$ cat src/rtl/fsg_pkg.sv
package fsg_pkg;
  typedef enum logic [3:0] {
    OP_NONE   = 4'd0,
    OP_WREN   = 4'd1,
    OP_WRDI   = 4'd2,
    OP_EWSR   = 4'd3,
    OP_WRSR   = 4'd4,
    OP_PROG   = 4'd5,
    OP_SERASE = 4'd6,
    OP_BERASE = 4'd7,
    OP_CERASE = 4'd8
  } fsg_op_e;

  localparam int unsigned SR_BUSY = 0;
  localparam int unsigned SR_WEL  = 1;
  localparam int unsigned SR_BP   = 2;
  localparam int unsigned SR_AAI  = 6;
  localparam int unsigned SR_LOCK = 7;
  localparam logic [7:0]  SR_WMASK = 8'h9C;
  localparam logic [7:0]  SR_RESET = 8'h1C;

  // First block index covered by a protect code; nblocks means none.
  function automatic int unsigned first_locked_block(logic [2:0] bp, int unsigned nblocks);
    if (bp[2])             return 0;
    else if (bp == 3'b011) return nblocks / 2;
    else if (bp == 3'b010) return nblocks - nblocks / 4;
    else if (bp == 3'b001) return nblocks - nblocks / 8;
    else                   return nblocks;
  endfunction

  function automatic logic is_verdict_op(logic [3:0] op);
    return (op == OP_WRSR) || (op == OP_PROG) || (op == OP_SERASE) ||
           (op == OP_BERASE) || (op == OP_CERASE);
  endfunction
endpackage

$ cat src/rtl/fsg_arm.sv
module fsg_arm
  import fsg_pkg::*;
(
  input  logic       clk,
  input  logic       rst_n,
  input  logic       cmd_valid,
  input  logic [3:0] cmd_op,
  output logic       armed_o
);
  always_ff @(posedge clk or negedge rst_n) begin
    if (!rst_n)         armed_o <= 1'b0;
    else if (cmd_valid) armed_o <= (cmd_op == OP_WREN) || (cmd_op == OP_EWSR);
  end
endmodule

$ cat src/rtl/fsg_judge.sv
module fsg_judge
  import fsg_pkg::*;
#(
  parameter int unsigned ADDR_W   = 19,
  parameter int unsigned BLK_LSB  = 16,
  parameter int unsigned SECT_LSB = 12
) (
  input  logic              cmd_valid,
  input  logic [3:0]        cmd_op,
  input  logic [ADDR_W-1:0] cmd_addr,
  input  logic [2:0]        bp,
  input  logic              lock,
  input  logic              wel,
  input  logic              wp_pin,
  input  logic              armed,
  output logic              verdict_req,
  output logic              allow
);
  localparam int unsigned NBLK = 1 << (ADDR_W - BLK_LSB);
  localparam logic [ADDR_W-1:0] SECT_MASK = ~((ADDR_W'(1) << SECT_LSB) - ADDR_W'(1));
  localparam logic [ADDR_W-1:0] BLK_MASK  = ~((ADDR_W'(1) << BLK_LSB) - ADDR_W'(1));

  logic [ADDR_W-1:0] target;
  logic [ADDR_W:0]   floor_addr;
  logic              locked;

  always_comb begin
    case (cmd_op)
      OP_SERASE: target = cmd_addr & SECT_MASK;
      OP_BERASE: target = cmd_addr & BLK_MASK;
      default:   target = cmd_addr;
    endcase
    floor_addr = (ADDR_W + 1)'(first_locked_block(bp, NBLK)) << BLK_LSB;
    locked     = {1'b0, target} >= floor_addr;
  end

  always_comb begin
    verdict_req = cmd_valid && is_verdict_op(cmd_op);
    case (cmd_op)
      OP_WRSR:                     allow = armed && (wp_pin || !lock);
      OP_PROG, OP_SERASE, OP_BERASE: allow = wel && !locked;
      OP_CERASE:                   allow = wel && (bp == 3'b000);
      default:                     allow = 1'b0;
    endcase
  end
endmodule

$ cat src/rtl/fsg_regs.sv
module fsg_regs
  import fsg_pkg::*;
(
  input  logic       clk,
  input  logic       rst_n,
  input  logic       cmd_valid,
  input  logic [3:0] cmd_op,
  input  logic [7:0] cmd_data,
  input  logic       verdict_req,
  input  logic       allow,
  input  logic       aai_in,
  input  logic       aai_top,
  output logic [7:0] wr_bits,
  output logic       wel_q,
  output logic       aai_q,
  output logic       vv_q,
  output logic       va_q
);
  logic aai_d;
  logic granted, sr_load, wel_clr, wel_set, aai_rise, aai_clr;

  assign granted  = verdict_req && allow;
  assign sr_load  = granted && (cmd_op == OP_WRSR);
  assign wel_clr  = aai_top || granted || (cmd_valid && cmd_op == OP_WRDI);
  assign wel_set  = cmd_valid && (cmd_op == OP_WREN);
  assign aai_rise = aai_in && !aai_d;
  assign aai_clr  = aai_top || (cmd_valid && cmd_op == OP_WRDI);

  always_ff @(posedge clk or negedge rst_n) begin
    if (!rst_n) begin
      wr_bits <= SR_RESET;
      wel_q   <= 1'b0;
      aai_q   <= 1'b0;
      aai_d   <= 1'b0;
      vv_q    <= 1'b0;
      va_q    <= 1'b0;
    end else begin
      vv_q  <= verdict_req;
      va_q  <= granted;
      aai_d <= aai_in;
      if (sr_load) wr_bits <= cmd_data & SR_WMASK;
      if (wel_clr)      wel_q <= 1'b0;
      else if (wel_set) wel_q <= 1'b1;
      if (aai_clr)       aai_q <= 1'b0;
      else if (aai_rise) aai_q <= 1'b1;
    end
  end
endmodule

$ cat src/rtl/flash_sr_guard.sv
module flash_sr_guard
  import fsg_pkg::*;
#(
  parameter int unsigned ADDR_W   = 19,
  parameter int unsigned BLK_LSB  = 16,
  parameter int unsigned SECT_LSB = 12
) (
  input  logic              clk,
  input  logic              rst_n,
  input  logic              cmd_valid,
  input  logic [3:0]        cmd_op,
  input  logic [ADDR_W-1:0] cmd_addr,
  input  logic [7:0]        cmd_data,
  input  logic              wp_pin,
  input  logic              busy_in,
  input  logic              aai_in,
  input  logic              aai_top,
  output logic [7:0]        status_o,
  output logic              wel_o,
  output logic              verdict_valid,
  output logic              verdict_allow
);
  logic       armed;
  logic       verdict_req, allow;
  logic [7:0] wr_bits;
  logic       wel_q, aai_q;
  logic [2:0] bp;
  logic       lock;

  assign bp   = wr_bits[SR_BP +: 3];
  assign lock = wr_bits[SR_LOCK];

  fsg_arm u_arm (
    .clk(clk), .rst_n(rst_n), .cmd_valid(cmd_valid), .cmd_op(cmd_op), .armed_o(armed)
  );

  fsg_judge #(.ADDR_W(ADDR_W), .BLK_LSB(BLK_LSB), .SECT_LSB(SECT_LSB)) u_judge (
    .cmd_valid(cmd_valid), .cmd_op(cmd_op), .cmd_addr(cmd_addr), .bp(bp), .lock(lock),
    .wel(wel_q), .wp_pin(wp_pin), .armed(armed), .verdict_req(verdict_req), .allow(allow)
  );

  fsg_regs u_regs (
    .clk(clk), .rst_n(rst_n), .cmd_valid(cmd_valid), .cmd_op(cmd_op), .cmd_data(cmd_data),
    .verdict_req(verdict_req), .allow(allow), .aai_in(aai_in), .aai_top(aai_top),
    .wr_bits(wr_bits), .wel_q(wel_q), .aai_q(aai_q), .vv_q(verdict_valid), .va_q(verdict_allow)
  );

  always_comb begin
    status_o          = wr_bits & SR_WMASK;
    status_o[SR_AAI]  = aai_q;
    status_o[SR_WEL]  = wel_q;
    status_o[SR_BUSY] = busy_in;
  end
  assign wel_o = wel_q;
endmodule

$ cat config.mk
export PLATFORM = sky130hd
export DESIGN_NAME = flash_sr_guard
export DESIGN_NICKNAME = d
export VERILOG_FILES = /design/src/rtl/fsg_pkg.sv /design/src/rtl/fsg_arm.sv /design/src/rtl/fsg_judge.sv /design/src/rtl/fsg_regs.sv /design/src/rtl/flash_sr_guard.sv
export SDC_FILE = /design/constraint.sdc
export NUM_CORES = 1
export LEC_CHECK = 0
export ABC_CLOCK_PERIOD_IN_PS = 3000
export BUFFER_PORTS_ARGS = -buffer_cell sky130_fd_sc_hd__buf_2
export CORE_MARGIN = 2
export CORE_UTILIZATION = 40
export CTS_CLUSTER_DIAMETER = 40
export DETAILED_ROUTE_END_ITERATION = 10
export GPL_TIMING_DRIVEN = 0
export PLACE_DENSITY = 0.83
export SETUP_SLACK_MARGIN = 0.1
export SYNTH_ARGS = -nofsm -noshare
export SYNTH_HDL_FRONTEND = slang
export SYNTH_HIERARCHICAL = 1
export SYNTH_SLANG_ARGS = --single-unit
export TNS_END_PERCENT = 1
$ cat constraint.sdc
create_clock -name clk -period 3 [get_ports clk]
set_clock_uncertainty 0.05 [all_clocks]
set_input_delay 0.3 -clock clk [delete_from_list [all_inputs] [get_ports clk]]
set_output_delay 0.3 -clock clk [all_outputs]
set_load 0.1 [all_outputs]
==> results.md <==
* MaxCap Viol Count at 0
* FMAX at between 300 and 400 MHz
* Worst skew pair latency at ~0.26 ns
* DRC viols at 0
* Area Overhead vs Synth at 39.9%
* Avg Cell Area, Syn at 11.2 um^2
* Row cnt at 15
* Final worst setup slack at about 0.4 ns
* Critical path cell sequence: xor2_1 > nand2b_1 > ha_1 > nor2b_1 > o22ai_1 > o211ai_2 > o311ai_2 > and2_4 > nand4b_4 > mux2_4
* Via count at approximately 650
* Gate Count Post-Synth at 62
* Die X at 45.7 um
* Hold Vio Cnt, Final at 0
* Hold-fix buffers, CTS at 1
* Post-Route WL at roughly 1600 um
* I/O Buffers at 42
* CP delay by family, top: simple AND/OR/NAND/NOR gates
* Setup repair bufs after CTS at 0
* # IOs at 49
* Vias in the first global route at around 610
* Slowest CP cell: dfstp_2
* Clock buffer depth at 2
* Req. time, crit path at roughly 3.1 ns
* Setup CP Type: flip-flop to flip-flop
* Post-CTS resize count at 0
* Pins over their slew limit at 0
* GRT Util Overall at approximately 17%
* CTS root buffer: clkbuf_4
* Syn Nets at 102
* Num CTS Buffers at 3
* Most common cell after layout, fill and taps aside: buf_2
* Via density at a little over 5
* First-pass GRT wire length at between 2000 and 2500 um
* Depth of the worst register-to-register path at 10
* Clock sink total at 10
* Die Area at ~2100 um^2
* CTS tree: yes
* Routed WL per cell at between 10 and 15 um
* Pwr dens at about 350 nW/um^2
* Status: finished clean
* Layout cells sized above 1 at 60.6%
* Worst-path clk slew at around 0.070 ns
* Antenna-violating nets left at 0
* Ratio of final minimum period to clock period at 86.8%
* Element type at the critical path end: flip-flop
* Final min period at around 2.6 ns
* DRT iter0 DRCs at 14
* Yosys warning count at 6
* Cell Area, Synth at between 600 and 700 um^2
* RSZ-0062 raised after global routing: no
* Net count, final at 150
* Most frequent cells in the layout: 42 x buf_2, 7 x dfrtp_1, 4 x buf_4, 4 x nand2b_1, 4 x mux2_4
* Setup TNS at 0 ns
* Drt first pass iters at 4
* Critical path data arrival time at ~2.7 ns
* Antenna violations before repair at 0
* Sequential Area at around 250 um^2
* Tot Pwr at 0.345 mW
* Initial Util at about 41%
* Core box area at 1690 um^2
* Worst hold stages at 1
* Setup Viol. Count Final at 0
* Fill cell count at around 150
* Worst setup SP type: flip-flop
* Place WS at a little over 0.4 ns
* DP HPWL at 1360 um
* Leakage at slightly above 0.5 nW
* Congestion Overflow GR at 0
* Placed cell count at between 100 and 150
* Multi-input logic area at ~400 um^2
* WP depth at 10
* Antenna diodes at 0
* Maximum vdd drop at around 280 uV
* Max incr delay on CP at 0.59 ns
* Routability cong. at approximately 0.71
* Hold Path Class: primary input to flip-flop
* H-tree levels at 1
* Count of buffer and inverter cells on the critical path at 0
* Die height at approximately 46 um
* Largest net degree at the start of global routing at 11
* CP max FO at 6
* Non-Filler Instances at approximately 130
## layout make-up
cell class	count	area share (%)
Multi-Input combinational cell	45	41.1
Sequential cell	10	26.1
Timing Repair Buffer	43	22.6
Clock buffer	4	3.73
Buffer	4	3.08
Tap cell	17	2.19
Inverter	3	1.16
## worst paths after layout
check / from / end / slack, ns
worst max register to register: u_regs/wr_bits[3] / u_regs/wr_bits[7] / 0.39
worst min-delay path: aai_in / u_regs/aai_d / 0.11
worst max-delay path: u_regs/wr_bits[3] / u_regs/wr_bits[7] / 0.39
max in group asynchronous: rst_n / u_regs/wr_bits[4] / 2.29
worst min register to register: u_arm/armed_o / u_arm/armed_o / 0.49
min in group asynchronous: rst_n / u_regs/vv_q / 0.36
## sequential cells by signal, indices dropped and copies added (netlist names)
| signal | cells |
|---|---|
| u_regs/vv_q | 1 |
| u_regs/aai_q | 1 |
| u_regs/va_q | 1 |
| u_regs/wel_q | 1 |
| u_regs/aai_d | 1 |
| u_regs/wr_bits | 4 |
| u_arm/armed_o | 1 |
## report_power, final
| group | total, mW | switching, mW | internal, mW |
|---|---|---|---|
| logic | 0.0857 | 0.0551 | 0.0306 |
| registers | 0.141 | 0.00240 | 0.139 |
| clock network | 0.118 | 0.0443 | 0.0736 |
| total | 0.345 | 0.102 | 0.243 |
## layer usage
| metal | GRT usage [%] | wire (um) | vias to the layer above |
|---|---|---|---|
| li1 | - | - | 326 |
| met1 | 17.8 | 619 | 293 |
| met2 | 31.5 | 910 | 26 |
| met3 | 6.35 | 108 | 2 |
| met4 | 1.71 | 10 | 0 |
| met5 | 0 | 0 | - |
## metrics by stage
stage                     hold WS, ns  cell area [um^2]  utilization, %
after CTS                       0.103               973            57.6
after global placement          0.112               927            54.9
after detailed placement        0.118               927            54.9
after floorplan               -0.0456               696               -
after global routing            0.104               973            57.6
final                           0.112               973            57.6
## worst register-to-register path, stage by stage, from the launching register on
cell,delay (ns)
dfstp_2,0.59
xor2_1,0.17
nand2b_1,0.07
ha_1,0.28
nor2b_1,0.14
o22ai_1,0.23
o211ai_2,0.15
o311ai_2,0.10
and2_4,0.23
nand4b_4,0.16
mux2_4,0.33
(Power assumes the default switching activity.)
